--- config.mk ---
export PLATFORM = sky130hd
export DESIGN_NAME = i2c_bus_unstick
export DESIGN_NICKNAME = d
export VERILOG_FILES = /design/src/rtl/i2cu_pkg.sv /design/src/rtl/i2cu_tick_timer.sv /design/src/rtl/i2cu_pulse_ctr.sv /design/src/rtl/i2cu_rec_fsm.sv /design/src/rtl/i2c_bus_unstick.sv
export SDC_FILE = /design/constraint.sdc
export NUM_CORES = 1
export LEC_CHECK = 0
export ABC_CLOCK_PERIOD_IN_PS = 2800
export BUFFER_PORTS_ARGS = -buffer_cell sky130_fd_sc_hd__buf_2
export CORE_ASPECT_RATIO = 0.7
export CORE_UTILIZATION = 30
export DETAILED_ROUTE_END_ITERATION = 8
export HOLD_SLACK_MARGIN = 0.15
export PLACE_DENSITY = 0.44
export SYNTH_ARGS = -nofsm -noshare
export SYNTH_HDL_FRONTEND = slang
export SYNTH_SLANG_ARGS = --single-unit
export TNS_END_PERCENT = 100
--- constraint.sdc ---
create_clock -name clk -period 2.8 [get_ports clk]
set_input_delay 0.14 -clock clk [delete_from_list [all_inputs] [get_ports clk]]
set_output_delay 0.14 -clock clk [all_outputs]
set_load 0.01 [all_outputs]
--- src/rtl/i2cu_pkg.sv ---
package i2cu_pkg;

    typedef enum logic [3:0] {
        ST_IDLE,
        ST_PULSE_LO,
        ST_PULSE_WAIT,
        ST_PULSE_HI,
        ST_STOP_CLK_LO,
        ST_STOP_DAT_LO,
        ST_STOP_WAIT,
        ST_STOP_CLK_HI,
        ST_STOP_DAT_HI
    } rec_state_e;

    typedef enum logic [1:0] {
        FIN_NONE,
        FIN_DONE,
        FIN_FAIL
    } finish_e;

    typedef struct packed {
        logic scl;
        logic sda;
    } pull_t;

    // Line pull pattern for each state: 1 means pull low.
    function automatic pull_t pulls_for(rec_state_e s);
        pull_t p;
        p.scl = 1'b0;
        p.sda = 1'b0;
        case (s)
            ST_PULSE_LO:    p.scl = 1'b1;
            ST_STOP_CLK_LO: p.scl = 1'b1;
            ST_STOP_DAT_LO: begin p.scl = 1'b1; p.sda = 1'b1; end
            ST_STOP_WAIT:   p.sda = 1'b1;
            ST_STOP_CLK_HI: p.sda = 1'b1;
            default:        ;
        endcase
        return p;
    endfunction

    // States whose length is a fixed number of ticks.
    function automatic logic is_timed(rec_state_e s);
        return (s == ST_PULSE_LO)    || (s == ST_PULSE_HI)    ||
               (s == ST_STOP_CLK_LO) || (s == ST_STOP_DAT_LO) ||
               (s == ST_STOP_CLK_HI) || (s == ST_STOP_DAT_HI);
    endfunction

    // States that wait for SCL to read high after release.
    function automatic logic is_wait(rec_state_e s);
        return (s == ST_PULSE_WAIT) || (s == ST_STOP_WAIT);
    endfunction

endpackage

--- src/rtl/i2cu_tick_timer.sv ---
module i2cu_tick_timer #(
    parameter int unsigned LIMIT = 4
) (
    input  logic clk,
    input  logic rst,
    input  logic clr_i,
    input  logic run_i,
    input  logic tick_i,
    output logic expired_o
);
    localparam int unsigned W = (LIMIT < 2) ? 1 : $clog2(LIMIT + 1);

    logic [W-1:0] cnt_q;

    assign expired_o = run_i && tick_i && (cnt_q == W'(LIMIT - 1));

    always_ff @(posedge clk) begin
        if (rst || clr_i) begin
            cnt_q <= '0;
        end else if (run_i && tick_i && !expired_o) begin
            cnt_q <= cnt_q + 1'b1;
        end
    end

    // the count never passes the phase length while its state runs
    cnt_range_chk: assert property (@(posedge clk) disable iff (rst)
        run_i |-> (cnt_q < W'(LIMIT)));

endmodule

--- src/rtl/i2cu_pulse_ctr.sv ---
module i2cu_pulse_ctr #(
    parameter int unsigned MAX_PULSES = 9
) (
    input  logic clk,
    input  logic rst,
    input  logic clr_i,
    input  logic inc_i,
    output logic last_o
);
    localparam int unsigned W = $clog2(MAX_PULSES + 1);

    logic [W-1:0] cnt_q;

    // True while the pulse being finished is the final one allowed.
    assign last_o = (cnt_q == W'(MAX_PULSES - 1));

    always_ff @(posedge clk) begin
        if (rst || clr_i) begin
            cnt_q <= '0;
        end else if (inc_i) begin
            cnt_q <= cnt_q + 1'b1;
        end
    end


    pulse_bound_chk: assert property (@(posedge clk) disable iff (rst)
        inc_i |-> (cnt_q < W'(MAX_PULSES)));

endmodule

--- src/rtl/i2cu_rec_fsm.sv ---
module i2cu_rec_fsm
    import i2cu_pkg::*;
(
    input  logic       clk,
    input  logic       rst,
    input  logic       start_i,
    input  logic       scl_i,
    input  logic       sda_i,
    input  logic       phase_exp_i,
    input  logic       wait_exp_i,
    input  logic       last_pulse_i,
    output rec_state_e state_o,
    output logic       timer_clr_o,
    output logic       pulse_clr_o,
    output logic       pulse_inc_o,
    output logic       done_o,
    output logic       failed_o
);
    rec_state_e state_q, state_d;
    finish_e    fin;
    logic       done_q, failed_q;

    always_comb begin
        state_d     = state_q;
        fin         = FIN_NONE;
        pulse_inc_o = 1'b0;
        case (state_q)
            ST_IDLE: begin
                if (start_i) state_d = ST_PULSE_LO;
            end
            ST_PULSE_LO: begin
                if (phase_exp_i) state_d = ST_PULSE_WAIT;
            end
            ST_PULSE_WAIT: begin
                if (scl_i) begin
                    state_d = ST_PULSE_HI;
                end else if (wait_exp_i) begin
                    state_d = ST_IDLE;
                    fin     = FIN_FAIL;
                end
            end
            ST_PULSE_HI: begin
                if (phase_exp_i) begin
                    pulse_inc_o = 1'b1;
                    if (sda_i) begin
                        state_d = ST_STOP_CLK_LO;
                    end else if (last_pulse_i) begin
                        state_d = ST_IDLE;
                        fin     = FIN_FAIL;
                    end else begin
                        state_d = ST_PULSE_LO;
                    end
                end
            end
            ST_STOP_CLK_LO: begin
                if (phase_exp_i) state_d = ST_STOP_DAT_LO;
            end
            ST_STOP_DAT_LO: begin
                if (phase_exp_i) state_d = ST_STOP_WAIT;
            end
            ST_STOP_WAIT: begin
                if (scl_i) begin
                    state_d = ST_STOP_CLK_HI;
                end else if (wait_exp_i) begin
                    state_d = ST_IDLE;
                    fin     = FIN_FAIL;
                end
            end
            ST_STOP_CLK_HI: begin
                if (phase_exp_i) state_d = ST_STOP_DAT_HI;
            end
            ST_STOP_DAT_HI: begin
                if (phase_exp_i) begin
                    state_d = ST_IDLE;
                    fin     = FIN_DONE;
                end
            end
            default: state_d = ST_IDLE;
        endcase
    end

    always_ff @(posedge clk) begin
        if (rst) begin
            state_q  <= ST_IDLE;
            done_q   <= 1'b0;
            failed_q <= 1'b0;
        end else begin
            state_q <= state_d;
            if (state_q == ST_IDLE && start_i) begin
                done_q   <= 1'b0;
                failed_q <= 1'b0;
            end else if (fin == FIN_DONE) begin
                done_q <= 1'b1;
            end else if (fin == FIN_FAIL) begin
                failed_q <= 1'b1;
            end
        end
    end

    assign state_o     = state_q;
    assign timer_clr_o = (state_d != state_q);
    assign pulse_clr_o = (state_q == ST_IDLE);
    assign done_o      = done_q;
    assign failed_o    = failed_q;


    flag_excl_chk: assert property (@(posedge clk) disable iff (rst)
        !(done_q && failed_q));


    done_after_stop_chk: assert property (@(posedge clk) disable iff (rst)
        $rose(done_q) |-> ($past(state_q) == ST_STOP_DAT_HI) && (state_q == ST_IDLE));

endmodule

--- src/rtl/i2c_bus_unstick.sv ---
module i2c_bus_unstick
    import i2cu_pkg::*;
#(
    parameter int unsigned PHASE_TICKS = 4,
    parameter int unsigned WAIT_TICKS  = 64,
    parameter int unsigned MAX_PULSES  = 9
) (
    input  logic clk,
    input  logic rst,
    input  logic start_i,
    input  logic scl_i,
    input  logic sda_i,
    input  logic tick_i,
    output logic scl_pull_o,
    output logic sda_pull_o,
    output logic done_o,
    output logic failed_o
);
    rec_state_e state;
    pull_t      pulls;
    logic       timer_clr, pulse_clr, pulse_inc, last_pulse;
    logic       phase_exp, wait_exp;

    i2cu_rec_fsm u_fsm (
        .clk          (clk),
        .rst          (rst),
        .start_i      (start_i),
        .scl_i        (scl_i),
        .sda_i        (sda_i),
        .phase_exp_i  (phase_exp),
        .wait_exp_i   (wait_exp),
        .last_pulse_i (last_pulse),
        .state_o      (state),
        .timer_clr_o  (timer_clr),
        .pulse_clr_o  (pulse_clr),
        .pulse_inc_o  (pulse_inc),
        .done_o       (done_o),
        .failed_o     (failed_o)
    );

    i2cu_tick_timer #(.LIMIT(PHASE_TICKS)) u_phase_tmr (
        .clk       (clk),
        .rst       (rst),
        .clr_i     (timer_clr),
        .run_i     (is_timed(state)),
        .tick_i    (tick_i),
        .expired_o (phase_exp)
    );

    i2cu_tick_timer #(.LIMIT(WAIT_TICKS)) u_wait_tmr (
        .clk       (clk),
        .rst       (rst),
        .clr_i     (timer_clr),
        .run_i     (is_wait(state)),
        .tick_i    (tick_i),
        .expired_o (wait_exp)
    );

    i2cu_pulse_ctr #(.MAX_PULSES(MAX_PULSES)) u_pulses (
        .clk    (clk),
        .rst    (rst),
        .clr_i  (pulse_clr),
        .inc_i  (pulse_inc),
        .last_o (last_pulse)
    );

    assign pulls      = pulls_for(state);
    assign scl_pull_o = pulls.scl;
    assign sda_pull_o = pulls.sda;

    // SDA is only grabbed while SCL has been held low
    sda_grab_chk: assert property (@(posedge clk) disable iff (rst)
        $rose(sda_pull_o) |-> scl_pull_o && $past(scl_pull_o));

    // SDA is only let go while SCL is released
    sda_free_chk: assert property (@(posedge clk) disable iff (rst)
        $fell(sda_pull_o) |-> !scl_pull_o && $past(!scl_pull_o));


    fail_release_chk: assert property (@(posedge clk) disable iff (rst)
        $rose(failed_o) |-> !scl_pull_o && !sda_pull_o);

endmodule

# ---- Yosys cells after proc, flatten, opt, wreduce, memory -nomap -nowiden
# Cells that the tools add are included.
dict set report totals {
  output_inout_bits 4
  memories 0
  mem_bits_rw 0
  latch_bits 0
  input_bits 6
  register_bits 20
  rom_bits 0
}
dict set report classes {
  eq_ne 14
  mux 24
  n_div 0
  bitwise_logic 1
  mul 0
  n_addsub 3
  order_cmp 0
  n_shift 0
  reduce_logical 23
}
# cell count
set ops {}
lappend ops {{$mux W4} 11}
lappend ops {{$pmux W4 S9} 1}
lappend ops {{$eq A4 B3 Y1 const B} 4}
lappend ops {{$mux W2} 5}
lappend ops {{$eq A4 B2 Y1 const B} 2}
lappend ops {{$eq A4 B4 Y1 const B} 2}
lappend ops {{$logic_or A1 B1 Y1} 8}
lappend ops {{$add A7 B1 Y7 const B} 1}
lappend ops {{$eq A7 B6 Y1 const B} 1}
lappend ops {{$logic_and A1 B1 Y1} 7}
lappend ops {{$mux W1} 6}
lappend ops {{$pmux W2 S3} 1}
lappend ops {{$reduce_or A3 Y1} 2}
lappend ops {{$add A4 B1 Y4 const B} 1}
lappend ops {{$eq A4 B1 Y1 const B} 1}
lappend ops {{$logic_not A4 Y1} 1}
lappend ops {{$ne A4 B4 Y1} 1}
lappend ops {{$reduce_or A2 Y1} 2}
lappend ops {{$add A3 B1 Y3 const B} 1}
lappend ops {{$eq A3 B2 Y1 const B} 1}
lappend ops {{$eq A2 B1 Y1 const B} 1}
lappend ops {{$eq A2 B2 Y1 const B} 1}
lappend ops {{$logic_not A1 Y1} 2}
lappend ops {{$reduce_and A2 Y1} 1}
lappend ops {{$not A1 Y1} 1}

# ---- Depth between registers and ports, before layout
# Gate-level depths: netlist of run 1.
dict set report logic_depth {
  depth_word 13
  depth_mapped 7
  ltp_nobuf 7
}

# ---- Modules after synthesis
# Synthesis of run 1 repeated with hierarchy kept, for this count alone.
dict set report unflattened {
  cells_unflattened 138
  area_unflattened_um2 1265.0
}
# mod instances seq_area_each_um2 area_each_um2 cells_each
set by_module_without_submodules {}
lappend by_module_without_submodules {i2cu_rec_fsm 1 120.1 430.4 50}
lappend by_module_without_submodules {{i2cu_tick_timer (u_wait_tmr)} 1 140.1 379.1 41}
lappend by_module_without_submodules {i2cu_pulse_ctr 1 80.1 216.5 21}
lappend by_module_without_submodules {{i2cu_tick_timer (u_phase_tmr)} 1 60.1 186.4 17}
lappend by_module_without_submodules {i2c_bus_unstick 1 0.0 52.6 9}

# ---- Least setup slack after synthesis of run 1
# No wires, ideal clock.
dict set report synth_timing {
  path_kind {register to register}
  start {register u_phase_tmr.cnt_q[0]}
  end {register u_wait_tmr.cnt_q[6]}
  path_slack_ns 0.928
  stages_incl_launch_ff 8
  synth_period_minus_slack_ns 1.872
  t_arrival_ns 1.798
  setup_ns 0.074
  n_path_buf 0
  path_cell_list {dfxtp_1 > ha_1 > ha_1 > and3_2 > a41o_1 > o21ai_0 > nand4_4 > nor3_2}
}
dict set report synth_between {
  elab_chain_cells 6
  word_cells_on_any_way 11
  classes_between {eq/ne: 2; mux: 7; reduce/logical: 2}
}
# item line
set synth_lines {}
lappend synth_lines {{from (decl)} i2cu_tick_timer.sv:13} ;# logic [W-1:0] cnt_q;
lappend synth_lines {{from (signal assigned)} i2cu_tick_timer.sv:21} ;# cnt_q <= cnt_q + 1'b1;
lappend synth_lines {{$eq A3 B2 Y1 *} i2cu_tick_timer.sv:15} ;# assign expired_o = run_i && tick_i && (cnt_q == W'(LIMIT - 1));
lappend synth_lines {{$logic_and A1 B1 Y1 *} i2cu_tick_timer.sv:15}
lappend synth_lines {{$mux W4 (tied with other cells)} i2cu_rec_fsm.sv:73} ;# if (phase_exp_i) begin
lappend synth_lines {{$pmux W4 S9 *} i2cu_rec_fsm.sv:27} ;# case (state_q)
lappend synth_lines {{$ne A4 B4 Y1 *} i2cu_rec_fsm.sv:101} ;# assign timer_clr_o = (state_d != state_q);
lappend synth_lines {{$logic_or A1 B1 Y1 *} i2cu_tick_timer.sv:18} ;# if (rst || clr_i) begin
lappend synth_lines {{to (signal assigned)} i2cu_tick_timer.sv:21}
lappend synth_lines {{to (decl)} i2cu_tick_timer.sv:13}
# Mark *: on every way between the ends. The rest lies on a longest branch, timed or not.
# A chain may end at the register's enable or synchronous reset.

# ---- Worst setup path after layout of run 1
# Ends and elaborated chain as after synthesis.

==> results of run 1 <==
-- layout by cell type (no fill, tap or decap), types with 5 or more instances in the layout --
cell,count
a21oi_1,7
buf_2,9
dfxtp_1,20
ha_1,5
inv_1,7
nand2_1,8
nor2_1,23
nor3_1,6
xor2_1,7
-- power by group --
part / internal (mW) / switching, mW
Combinational: 0.0141 / 0.0213
Sequential: 0.286 / 0.00463
Clock: 0.125 / 0.0961
Total: 0.425 / 0.122
-- layout make-up --
class / instances / area [um^2] / share of cell area, %
clock buffers: 4 / 55.05 / 4.255
inverters: 7 / 26.28 / 2.031
multi-input cells: 104 / 686.9 / 53.09
flip-flops and latches: 20 / 400.4 / 30.95
well taps: 50 / 62.56 / 4.836
repair buffers: 11 / 62.56 / 4.836
-- registers in the layout (all words and copies together), names as in the netlist --
signal / count
u_phase_tmr.cnt_q: 3
u_pulses.cnt_q: 4
u_fsm.failed_o: 1
u_fsm.done_o: 1
u_fsm.state_o: 4
u_wait_tmr.cnt_q: 7
-- repair_timing --
action | 4_1_cts | 5_1_grt
endpoints found under the hold margin | 4 | 0
gates resized for setup | 0 | 0
endpoints found under the setup margin | 0 | 0
hold buffers | 1 | 0
buffers inserted | 0 | 0
-- metal layers --
layer  vias to the layer above  part of all wire [%]  GRT usage, %
li1                        497                     -             -
met1                       442                    56         19.33
met2                        10                    40         20.65
met3                         2                   3.5         4.869
met4                         0                  0.50         1.852
met5                         -                     0             0
-- synthesized netlist by cell type, types with 2 or more instances --
cell type / n / share of area [%]
nor2_1: 23 / 7.6
dfxtp_1: 20 / 35
nand2_1: 8 / 2.6
a21oi_1: 7 / 3.1
inv_1: 7 / 2.3
xor2_1: 7 / 5.4
nor3_1: 6 / 2.6
ha_1: 5 / 5.5
nand2b_1: 4 / 2.2
nand3_1: 4 / 1.8
o21ai_0: 4 / 1.8
xnor2_1: 3 / 2.3
a31oi_1: 2 / 1.1
and2b_1: 2 / 1.3
buf_2: 2 / 0.88
clkbuf_1: 2 / 0.66
mux2i_1: 2 / 1.8
nand3b_1: 2 / 1.3
nand4_1: 2 / 1.1
nor2b_1: 2 / 1.1
or2_2: 2 / 1.1
-- cell families after synthesis --
kind of cell | count (synthesis)
multiplexers | 2
buffers and inverters | 12
AO/OA/AOI/OAI | 21
AND/OR/NAND/NOR | 66
XOR/XNOR | 10
flip-flops | 20
adder cells (fa/ha/maj) | 5
-- critical path: stages (launching register included) --
cell      delay (ns)
dfxtp_1         0.36
ha_1            0.16
ha_1            0.31
nand3_4         0.12
or3_4           0.43
o211ai_2        0.22
nand4_4         0.20
nor3_2          0.19
-- worst max path at each step --
| stage | endpoint | slack [ns] |
|---|---|---|
| 2_1_floorplan | u_wait_tmr.cnt_q[6]$_SDFFE_PP0P_ | 0.93 |
| 3_3_place_gp | u_wait_tmr.cnt_q[6]$_SDFFE_PP0P_ | 0.82 |
| 3_5_place_dp | u_wait_tmr.cnt_q[6]$_SDFFE_PP0P_ | 0.75 |
| 4_1_cts | u_wait_tmr.cnt_q[6]$_SDFFE_PP0P_ | 0.72 |
| 5_1_grt | u_wait_tmr.cnt_q[6]$_SDFFE_PP0P_ | 0.57 |
| 6_report | u_wait_tmr.cnt_q[6]$_SDFFE_PP0P_ | 0.74 |
-- per-stage QoR --
stage / util [%] / cells / instance area (um^2) / setup slack [ns] / power, mW
final: 36.13 / 196 / 1294 / 0.7363 / 0.5471
after global routing: 36.13 / 196 / 1294 / 0.5687 / 0.5755
after CTS: 36.13 / 196 / 1294 / 0.7222 / 0.5546
after detailed placement: 34.31 / 191 / 1229 / 0.7512 / 0.3314
after global placement: 34.31 / 191 / 1229 / 0.8235 / 0.3316
after floorplan: - / 136 / 1142 / 0.9277 / 0.3214
==> impl_metrics.prom, run 1 <==
# TYPE chip_impl_metric gauge
chip_impl_metric{name="syn-num-nets",unit=""} 147
chip_impl_metric{name="fin_worst_hold_slack",unit="ns"} 0.1663
chip_impl_info{name="ys_dominant_reg_cell",value="dfxtp_1"} 1
chip_impl_metric{name="post_synthesis_compound_gate_area_fraction",unit="%"} 12.38
chip_impl_metric{name="timing.max_cap.violations",unit=""} 0
chip_impl_info{name="start_kind",value="register"} 1
chip_impl_metric{name="die_width",unit="um"} 75.76
chip_impl_metric{name="clk_pin_slew_worst_paths",unit="ns"} 0.07
chip_impl_metric{name="dp_hpwl",unit="mm"} 1.811
chip_impl_metric{name="placement.io_buffers",unit=""} 9
chip_impl_info{name="timing.hold.worst.start",value="sda_i"} 1
chip_impl_metric{name="synth_simple_gate_area_share",unit="%"} 32.86
chip_impl_metric{name="n_antenna_cell",unit=""} 0
chip_impl_metric{name="grt_antenna_before_repair",unit=""} 0
chip_impl_metric{name="pwr_density_cell",unit="mW/mm^2"} 422.9
chip_impl_info{name="rr_endpoint",value="u_wait_tmr.cnt_q[6]$_SDFFE_PP0P_"} 1
chip_impl_info{name="run_status",value="completed"} 1
chip_impl_metric{name="tightestPinTransition",unit="ns"} 0.6303
chip_impl_metric{name="synth_cell_types",unit=""} 41
chip_impl_metric{name="grt_max_degree",unit=""} 13
chip_impl_metric{name="cts_made_buffers",unit=""} 3
chip_impl_metric{name="postSynthAreaPerCell",unit="um^2"} 8.400
chip_impl_metric{name="synth-xor-area-share",unit="%"} 7.667
chip_impl_metric{name="design.die.area",unit="mm^2"} 0.004063
chip_impl_metric{name="reg2reg_depth",unit=""} 7
chip_impl_metric{name="timing.final.hold_violations",unit=""} 0
chip_impl_metric{name="timing.fmax",unit="MHz"} 484.6
chip_impl_metric{name="hold-path-cell-count",unit=""} 3
chip_impl_metric{name="wl_per_cell",unit="um"} 12.23
chip_impl_metric{name="fin_skew",unit="ns"} 0.001904
chip_impl_metric{name="vias",unit=""} 951
chip_impl_info{name="synth_top_family_by_area",value="simple AND/OR/NAND/NOR gates"} 1
chip_impl_metric{name="final_layout_size_suffix_gt1_share",unit="%"} 16.44
chip_impl_metric{name="r2r_setup_slack",unit="ns"} 0.74
chip_impl_metric{name="clk_latency",unit="ns"} 0.26
chip_impl_metric{name="fin_setup_tns",unit="ns"} 0
chip_impl_info{name="cts.root.buffer_cell",value="clkbuf_8"} 1
chip_impl_metric{name="floorplan.core_area",unit="mm^2"} 0.003581
chip_impl_info{name="crit-reg2reg-launch",value="u_phase_tmr.cnt_q[0]$_SDFFE_PP0P_"} 1
chip_impl_info{name="timing.setup.critical_path_class",value="register to register"} 1
chip_impl_metric{name="p_leak",unit="nW"} 0.4634
chip_impl_metric{name="first_iter_violations",unit=""} 28
chip_impl_metric{name="cts_max_path_buffers",unit=""} 2
chip_impl_metric{name="row_count",unit=""} 18
chip_impl_metric{name="synth_async_sr_flop_share",unit="%"} 0
chip_impl_metric{name="synth_warn",unit=""} 0
chip_impl_metric{name="slew_headroom",unit="%"} 57.44
chip_impl_info{name="holdPathEnd",value="u_fsm.state_o[2]$_SDFF_PP0_"} 1
chip_impl_metric{name="final.min_clock_period",unit="ns"} 2.064
chip_impl_metric{name="gr-usage-all-layers",unit="%"} 13.77
chip_impl_metric{name="synth_edf_count",unit=""} 0
chip_impl_metric{name="clock_sinks",unit=""} 20
chip_impl_metric{name="fillerInstances",unit=""} 386
chip_impl_metric{name="cp_max_fo",unit=""} 10
chip_impl_metric{name="post-route-drc-count",unit=""} 0
chip_impl_info{name="worstSetupEndpointType",value="register"} 1
chip_impl_metric{name="critPathArrivalTime",unit="ns"} 2.25
chip_impl_metric{name="initial_core_util",unit="%"} 31.90
chip_impl_info{name="cts_tree",value="done"} 1
chip_impl_metric{name="grt_overflow_total",unit=""} 0
chip_impl_metric{name="top_level_ports",unit=""} 10
chip_impl_metric{name="ant_nets",unit=""} 0
chip_impl_metric{name="yosysSeqAreaShare",unit="%"} 35.05
chip_impl_info{name="setup_repair_after_global_routing_missed_its_margin",value="false"} 1
chip_impl_metric{name="grt_pass1_vias",unit=""} 876
chip_impl_metric{name="clock_tree.htree_level_count",unit=""} 1
chip_impl_info{name="min-delay-path-class",value="primary input to register"} 1
chip_impl_metric{name="post_dr_vias_cell",unit=""} 4.852
chip_impl_metric{name="grt_first_pass_wirelength",unit="mm"} 4.119
chip_impl_metric{name="ir_drop",unit="mV"} 0.1982
chip_impl_metric{name="drt-pass1-iter-count",unit=""} 4
chip_impl_metric{name="post_synth_mux_area_share",unit="%"} 1.752
chip_impl_metric{name="finalNetCount",unit=""} 158
chip_impl_metric{name="yosys.area_share.adder",unit="%"} 5.476
chip_impl_metric{name="required",unit="ns"} 2.99
chip_impl_metric{name="place.gp.congestion",unit=""} 0.7346
chip_impl_metric{name="wl",unit="mm"} 2.397
chip_impl_metric{name="share_of_the_clock_period_used_by_the_worst_path_after_layout",unit="%"} 73.70
chip_impl_metric{name="synth_area",unit="mm^2"} 0.001142
chip_impl_metric{name="drv_slew",unit=""} 0
chip_impl_metric{name="finalSetupViolations",unit=""} 0
chip_impl_metric{name="layout-area-overhead-vs-synth",unit="%"} 13.25
chip_impl_info{name="crit_start",value="u_phase_tmr.cnt_q[0]$_SDFFE_PP0P_"} 1
chip_impl_metric{name="netlist_instances",unit=""} 136
chip_impl_metric{name="die_y",unit="um"} 53.63
chip_impl_metric{name="postSynthRegisterBits",unit=""} 20
Power figures use the tool's default switching activity.
==> run 2: changes to the inputs <==
ABC_CLOCK_PERIOD_IN_PS = 1900   (was 2800)
clock period = 1.9 ns   (was 2.8 ns; I/O delays follow)
==> run 2 against run 1 <==
  * Clock skew grew 0.0020 ns
  * Via count increased by 7.9%
  * Register-to-register slack got worse by 0.66 ns
  * Critical path type unchanged
  * Critical endpoint is now u_phase_tmr.cnt_q[2]$_SDFFE_PP0P_
==> impl_metrics.prom, run 2 (synthesis results as in run 1) <==
# TYPE chip_impl_metric gauge
chip_impl_info{name="run_status",value="completed"} 1
chip_impl_info{name="worstSetupEndpointType",value="register"} 1
chip_impl_metric{name="share_of_the_clock_period_used_by_the_worst_path_after_layout",unit="%"} 95.93
chip_impl_metric{name="finalNetCount",unit=""} 172
chip_impl_info{name="critical-path-slowest-cell",value="or3_4"} 1
chip_impl_metric{name="vias",unit=""} 1026
chip_impl_metric{name="post_layout_utilization_of_the_core",unit="%"} 40.50
chip_impl_metric{name="wl_per_cell",unit="um"} 12.45
chip_impl_metric{name="fillerInstances",unit=""} 387
chip_impl_metric{name="finalSetupViolations",unit=""} 0
chip_impl_metric{name="ir_drop",unit="mV"} 0.3344
chip_impl_metric{name="final.setup.worst_slack",unit="ns"} 0.07730
chip_impl_metric{name="critical_path_buf_inv_count",unit=""} 0
chip_impl_metric{name="clock_tree.htree_level_count",unit=""} 1
chip_impl_metric{name="post_dr_vias_cell",unit=""} 4.886
chip_impl_metric{name="report.power.total",unit="uW"} 822.1
chip_impl_metric{name="n_antenna_cell",unit=""} 0
chip_impl_metric{name="slew_headroom",unit="%"} 62.43
chip_impl_info{name="top_reg_by_flops",value="u_wait_tmr.cnt_q"} 1
chip_impl_info{name="timing.setup.critical_path_class",value="register to register"} 1
chip_impl_metric{name="drv_slew",unit=""} 0
chip_impl_metric{name="initial_core_util",unit="%"} 31.90
chip_impl_info{name="leading_cell_types_in_the_layout_fill_and_taps_excluded",value="nor2_1 (23), dfxtp_1 (18), buf_4 (13)"} 1
chip_impl_info{name="worst_path_most_repeated_cell",value="ha_4"} 1
chip_impl_metric{name="place.gp.congestion",unit=""} 0.8047
chip_impl_metric{name="grt_first_pass_wirelength",unit="mm"} 4.160
chip_impl_metric{name="pwr_density_cell",unit="mW/mm^2"} 566.9
chip_impl_metric{name="p_leak",unit="nW"} 0.5277
chip_impl_metric{name="largest_reg_flops",unit=""} 7
chip_impl_metric{name="wl",unit="mm"} 2.614
chip_impl_metric{name="placement.io_buffers",unit=""} 9
chip_impl_metric{name="post-route-cell-area",unit="mm^2"} 0.001450
chip_impl_metric{name="cp_max_fo",unit=""} 5
chip_impl_metric{name="ant_nets",unit=""} 0
chip_impl_metric{name="hold-path-cell-count",unit=""} 3
chip_impl_metric{name="grt_pass1_vias",unit=""} 876
chip_impl_metric{name="grt_antenna_before_repair",unit=""} 0
chip_impl_metric{name="floorplan.core_area",unit="mm^2"} 0.003581
chip_impl_metric{name="clk_pin_slew_worst_paths",unit="ns"} 0.08
chip_impl_info{name="crit_chain",value="ha_4, ha_4, nand3_4, or3_4, o211ai_4, nand4_2, a21oi_2"} 1
chip_impl_metric{name="critical-path-max-stage-delay",unit="ns"} 0.42
chip_impl_metric{name="die_width",unit="um"} 75.76
chip_impl_metric{name="required",unit="ns"} 2.10
chip_impl_metric{name="tightestPinTransition",unit="ns"} 0.5548
chip_impl_metric{name="critPathArrivalTime",unit="ns"} 2.02
chip_impl_metric{name="grt_overflow_total",unit=""} 0
chip_impl_metric{name="grt_max_degree",unit=""} 12
chip_impl_metric{name="fin_worst_hold_slack",unit="ns"} 0.1832
chip_impl_metric{name="gr-usage-all-layers",unit="%"} 13.99
chip_impl_metric{name="design.die.area",unit="mm^2"} 0.004063
chip_impl_info{name="min-delay-path-class",value="primary input to register"} 1
chip_impl_metric{name="die_y",unit="um"} 53.63
chip_impl_metric{name="fin_skew",unit="ns"} 0.003885
chip_impl_metric{name="stdcell_count",unit=""} 210
chip_impl_metric{name="dp_hpwl",unit="mm"} 1.888
chip_impl_metric{name="final_layout_size_suffix_gt1_share",unit="%"} 26.88
chip_impl_metric{name="post_detailed_placement_cell_area",unit="mm^2"} 0.001319
chip_impl_metric{name="post-route-drc-count",unit=""} 0
chip_impl_metric{name="layout-area-overhead-vs-synth",unit="%"} 26.94
chip_impl_info{name="timing.hold.worst.start",value="start_i"} 1
chip_impl_info{name="layout_commonest_cell",value="nor2_1"} 1
chip_impl_metric{name="drt-pass1-iter-count",unit=""} 4
chip_impl_info{name="cts_tree",value="done"} 1
chip_impl_info{name="setup_repair_after_global_routing_missed_its_margin",value="true"} 1
chip_impl_info{name="crit_start",value="u_phase_tmr.cnt_q[1]$_SDFFE_PP0P_"} 1
chip_impl_info{name="crit-reg2reg-launch",value="u_phase_tmr.cnt_q[1]$_SDFFE_PP0P_"} 1
chip_impl_metric{name="top_level_ports",unit=""} 10
chip_impl_metric{name="timing.max_cap.violations",unit=""} 0
chip_impl_metric{name="timing.fmax",unit="MHz"} 548.6
chip_impl_metric{name="pre_cts_slack",unit="ns"} -0.08551
chip_impl_metric{name="critical_path_cell_count",unit=""} 7
chip_impl_metric{name="fin_setup_tns",unit="ns"} 0
chip_impl_info{name="start_kind",value="register"} 1
chip_impl_metric{name="cts_max_path_buffers",unit=""} 2
chip_impl_metric{name="cts_made_buffers",unit=""} 3
chip_impl_metric{name="place_inst",unit=""} 203
chip_impl_info{name="cts.root.buffer_cell",value="clkbuf_8"} 1
chip_impl_metric{name="final.min_clock_period",unit="ns"} 1.823
chip_impl_info{name="critical_path.top_delay_family",value="simple AND/OR/NAND/NOR gates"} 1
chip_impl_metric{name="first_iter_violations",unit=""} 56
chip_impl_metric{name="reg2reg_depth",unit=""} 7
chip_impl_metric{name="clk_latency",unit="ns"} 0.26
chip_impl_metric{name="row_count",unit=""} 18
chip_impl_metric{name="timing.final.hold_violations",unit=""} 0
chip_impl_metric{name="clock_sinks",unit=""} 20
==> run 2: where the power goes <==
part	internal, mW	switching, mW	total (mW)
clock	0.184	0.142	0.326
combinational	0.0294	0.0392	0.0687
sequential	0.422	0.00566	0.427
==> run 2: final cells by class <==
class,count,area [um^2],area share (%)
multi-input combinational,105,740.7,51.08
sequential,20,402.9,27.78
timing repair buffer,24,162.7,11.22
tap,50,62.56,4.314
clock buffer,4,55.05,3.796
inverter,7,26.28,1.812
==> run 2: final timing paths <==
check | to | slack (ns)
worst max-delay path | u_phase_tmr.cnt_q[2]$_SDFFE_PP0P_ | 0.08
worst min-delay path | u_fsm.failed_o$_SDFFE_PP0P_ | 0.18
worst max register to register | u_phase_tmr.cnt_q[2]$_SDFFE_PP0P_ | 0.08
worst min register to register | u_phase_tmr.cnt_q[2]$_SDFFE_PP0P_ | 0.48
==> run 2: per-layer routing <==
layer  GRT usage [%]  wire, um  up-vias
met2           19.47      1079       17
met4           2.778        12        0
met1           21.11      1424      481
met3           3.933        97        2
met5               0         0        -
li1                -         -      526
==> run 2: tightest hold or removal path, stage by stage <==
cell	delay (ns)
buf_2	0.09
a21oi_1	0.10
o31a_1	0.11
==> run 2: timing repair <==
action,CTS,global route
endpoints found under the setup margin,10,10
pin swaps,0,5
hold buffers,2,0
setup buffers,0,0
hold endpoints to repair,4,0
cloned,0,1
gates resized for setup,2,9
==> run 3: changes to the inputs <==
SETUP_SLACK_MARGIN = 0.5   (was default)
==> run 3 against run 2 <==
  * Via count increased by 2.8%
  * Combinational power up 7.9%
  * Critical path type unchanged
  * Final cell count rose by 0.48%
  * Largest power group unchanged
  * Clock power down 14%
  * Critical path depth grew 2
  * Non-clock buffer count rose by 2
  * Worst hold slack worse by 0.034 ns
  * First-iteration DRC count is 7.1% higher
  * Wire length grew 10%
  * Sequential share of layout area shrank 2.3 points
  * Power fell by 5.4%
  * Utilization grew 3.8 points
==> impl_metrics.prom, run 3 (synthesis results as in run 1) <==
# TYPE chip_impl_metric gauge
chip_impl_metric{name="grt_pass1_vias",unit=""} 911
chip_impl_metric{name="ir_drop",unit="mV"} 0.3582
chip_impl_info{name="leading_cell_types_in_the_layout_fill_and_taps_excluded",value="nor2_1 (21), dfxtp_1 (16), buf_4 (11)"} 1
chip_impl_metric{name="internal_power",unit="uW"} 590.9
chip_impl_metric{name="final_layout_size_suffix_gt1_share",unit="%"} 36.02
chip_impl_metric{name="wl",unit="mm"} 2.881
chip_impl_metric{name="stdcell_count",unit=""} 211
chip_impl_metric{name="post-route-drc-count",unit=""} 0
chip_impl_metric{name="clock_sinks",unit=""} 20
chip_impl_info{name="critical-path-slowest-cell",value="or3_4"} 1
chip_impl_info{name="setup_repair_after_global_routing_missed_its_margin",value="true"} 1
chip_impl_metric{name="final.min_clock_period",unit="ns"} 1.728
chip_impl_info{name="top_reg_by_flops",value="u_wait_tmr.cnt_q"} 1
chip_impl_info{name="timing.setup.critical_path_class",value="register to register"} 1
chip_impl_metric{name="finalSetupViolations",unit=""} 0
chip_impl_metric{name="placement.io_buffers",unit=""} 9
chip_impl_metric{name="pwr_density_cell",unit="mW/mm^2"} 489.5
chip_impl_metric{name="fraction_of_power_spent_switching_nets",unit="%"} 23.98
chip_impl_metric{name="die_y",unit="um"} 53.63
chip_impl_metric{name="largest_reg_flops",unit=""} 7
chip_impl_metric{name="post-route-cell-area",unit="mm^2"} 0.001588
chip_impl_metric{name="finalNetCount",unit=""} 174
chip_impl_metric{name="grt_max_degree",unit=""} 12
chip_impl_metric{name="clk_latency",unit="ns"} 0.26
chip_impl_metric{name="timing.max_cap.violations",unit=""} 0
chip_impl_metric{name="initial_core_util",unit="%"} 31.90
chip_impl_metric{name="slew_headroom",unit="%"} 75.66
chip_impl_metric{name="critical-path-max-stage-delay",unit="ns"} 0.36
chip_impl_metric{name="n_antenna_cell",unit=""} 0
chip_impl_metric{name="fillerInstances",unit=""} 343
chip_impl_metric{name="switching_pwr",unit="uW"} 186.4
chip_impl_metric{name="top_level_ports",unit=""} 10
chip_impl_metric{name="timing.fmax",unit="MHz"} 578.6
chip_impl_metric{name="p_leak",unit="nW"} 0.5394
chip_impl_metric{name="share_of_the_clock_period_used_by_the_worst_path_after_layout",unit="%"} 90.96
chip_impl_metric{name="wl_per_cell",unit="um"} 13.65
chip_impl_info{name="cts.root.buffer_cell",value="clkbuf_8"} 1
chip_impl_metric{name="design.die.area",unit="mm^2"} 0.004063
chip_impl_metric{name="grt_antenna_before_repair",unit=""} 0
chip_impl_metric{name="die_width",unit="um"} 75.76
chip_impl_metric{name="timing.final.hold_violations",unit=""} 0
chip_impl_metric{name="critPathArrivalTime",unit="ns"} 1.88
chip_impl_info{name="cts_tree",value="done"} 1
chip_impl_metric{name="fin_setup_tns",unit="ns"} 0
chip_impl_info{name="min-delay-path-class",value="primary input to register"} 1
chip_impl_metric{name="vias",unit=""} 1055
chip_impl_metric{name="critical_path_buf_inv_count",unit=""} 2
chip_impl_metric{name="first_iter_violations",unit=""} 60
chip_impl_metric{name="clk_pin_slew_worst_paths",unit="ns"} 0.07
chip_impl_info{name="run_status",value="completed"} 1
chip_impl_metric{name="gr-usage-all-layers",unit="%"} 15.91
chip_impl_metric{name="cts_made_buffers",unit=""} 3
chip_impl_metric{name="drv_slew",unit=""} 0
chip_impl_metric{name="place.gp.congestion",unit=""} 0.9281
chip_impl_metric{name="post_dr_vias_cell",unit=""} 5.000
chip_impl_metric{name="seqPwrFrac",unit="%"} 54.5
chip_impl_info{name="critical_path.top_delay_family",value="simple AND/OR/NAND/NOR gates"} 1
chip_impl_metric{name="grt_first_pass_wirelength",unit="mm"} 4.567
chip_impl_info{name="worst_path_most_repeated_cell",value="ha_4"} 1
chip_impl_metric{name="power.share.combinational",unit="%"} 9.5
chip_impl_metric{name="place_inst",unit=""} 195
chip_impl_info{name="worstSetupEndpointType",value="register"} 1
chip_impl_metric{name="seqCellArea",unit="um^2"} 405.4
chip_impl_metric{name="tightestPinTransition",unit="ns"} 0.3627
chip_impl_metric{name="post_detailed_placement_cell_area",unit="mm^2"} 0.001296
chip_impl_info{name="layout_commonest_cell",value="nor2_1"} 1
chip_impl_metric{name="row_count",unit=""} 18
chip_impl_metric{name="clkPwrFrac",unit="%"} 36.0
chip_impl_metric{name="grt_overflow_total",unit=""} 0
chip_impl_metric{name="fin_worst_hold_slack",unit="ns"} 0.1497
chip_impl_metric{name="clock_tree.htree_level_count",unit=""} 1
chip_impl_metric{name="cts_max_path_buffers",unit=""} 2
chip_impl_metric{name="ant_nets",unit=""} 0
chip_impl_metric{name="layout-area-overhead-vs-synth",unit="%"} 38.99
chip_impl_metric{name="fin_skew",unit="ns"} 0.005599
chip_impl_metric{name="floorplan.core_area",unit="mm^2"} 0.003581
chip_impl_metric{name="multiInputGateArea",unit="um^2"} 859.6
chip_impl_metric{name="drt-pass1-iter-count",unit=""} 4
chip_impl_info{name="start_kind",value="register"} 1
chip_impl_metric{name="required",unit="ns"} 2.05
chip_impl_metric{name="cp_max_fo",unit=""} 5
chip_impl_info{name="crit_chain",value="ha_4, ha_4, nand3_4, or3_4, buf_4, buf_6, nor2_4, xnor2_1, nor2_1"} 1
chip_impl_metric{name="dp_hpwl",unit="mm"} 1.917
[run 3: cell count changes in the layout (fill, tap and decap cells not counted), moves of 2 or more]
| cell | previous run | this run |
|---|---|---|
| buf_6 | 0 | 4 |
| buf_4 | 13 | 11 |
| dfxtp_1 | 18 | 16 |
| dfxtp_2 | 2 | 4 |
| nor2_1 | 23 | 21 |
| nor3_1 | 6 | 4 |
[run 3: area by class of cell]
class | instances | share of cell area [%]
Inverter | 7 | 1.655
Timing Repair Buffer | 26 | 12.14
Multi-Input combinational cell | 105 | 54.14
Clock buffer | 3 | 2.600
Tap cell | 50 | 3.940
Sequential cell | 20 | 25.53
[run 3: power by group through the flow]
stage	combinational, mW	sequential [mW]	clock, mW
final	0.0741	0.423	0.280
after detailed placement	0.0590	0.433	0
after global routing	0.0831	0.424	0.308
after global placement	0.0597	0.433	0
after CTS	0.0715	0.423	0.287
after floorplan	0.0412	0.433	0
[run 3: worst paths after layout]
check                                         start                           endpoint  slack, ns  depth (start not counted)
setup / recovery  u_phase_tmr.cnt_q[1]$_SDFFE_PP0P_     u_pulses.cnt_q[3]$_SDFFE_PP0P_       0.17                          9
hold / removal                              start_i        u_fsm.failed_o$_SDFFE_PP0P_       0.15                          3
setup reg to reg  u_phase_tmr.cnt_q[1]$_SDFFE_PP0P_     u_pulses.cnt_q[3]$_SDFFE_PP0P_       0.17                          9
hold reg to reg   u_phase_tmr.cnt_q[2]$_SDFFE_PP0P_  u_phase_tmr.cnt_q[2]$_SDFFE_PP0P_       0.47                          2
[run 3: metal layers]
layer  vias up  GRT usage, %  share of wire [%]
li1        530             -                  -
met1       499         24.13                 53
met2        24         20.65                 41
met3         2         4.869                4.8
met4         0         5.247               0.69
met5         -             0                  0
[run 3: repair_timing]
action,CTS,global route
endpoints found under the setup margin,15,18
setup buffers,8,2
resized for setup,14,15
cloned,1,0
pin swaps,3,7
endpoints found under the hold margin,4,0
hold buffers,2,0
[run 3: tightest hold or removal path: cells and delay by family]
kind / cells / cell delay [ns]
buf+inv: 1 / 0.09
compound gates: 2 / 0.17
[run 3: per-stage QoR]
step                      power, mW  setup slack [ns]  util, %
after global routing         0.8147           0.08777    44.34
final                        0.7773            0.1718    44.34
after detailed placement     0.4923           0.08981    36.20
after CTS                    0.7821            0.1947    41.75
after global placement       0.4928            0.1486    36.20
after floorplan              0.4746            0.3206        -
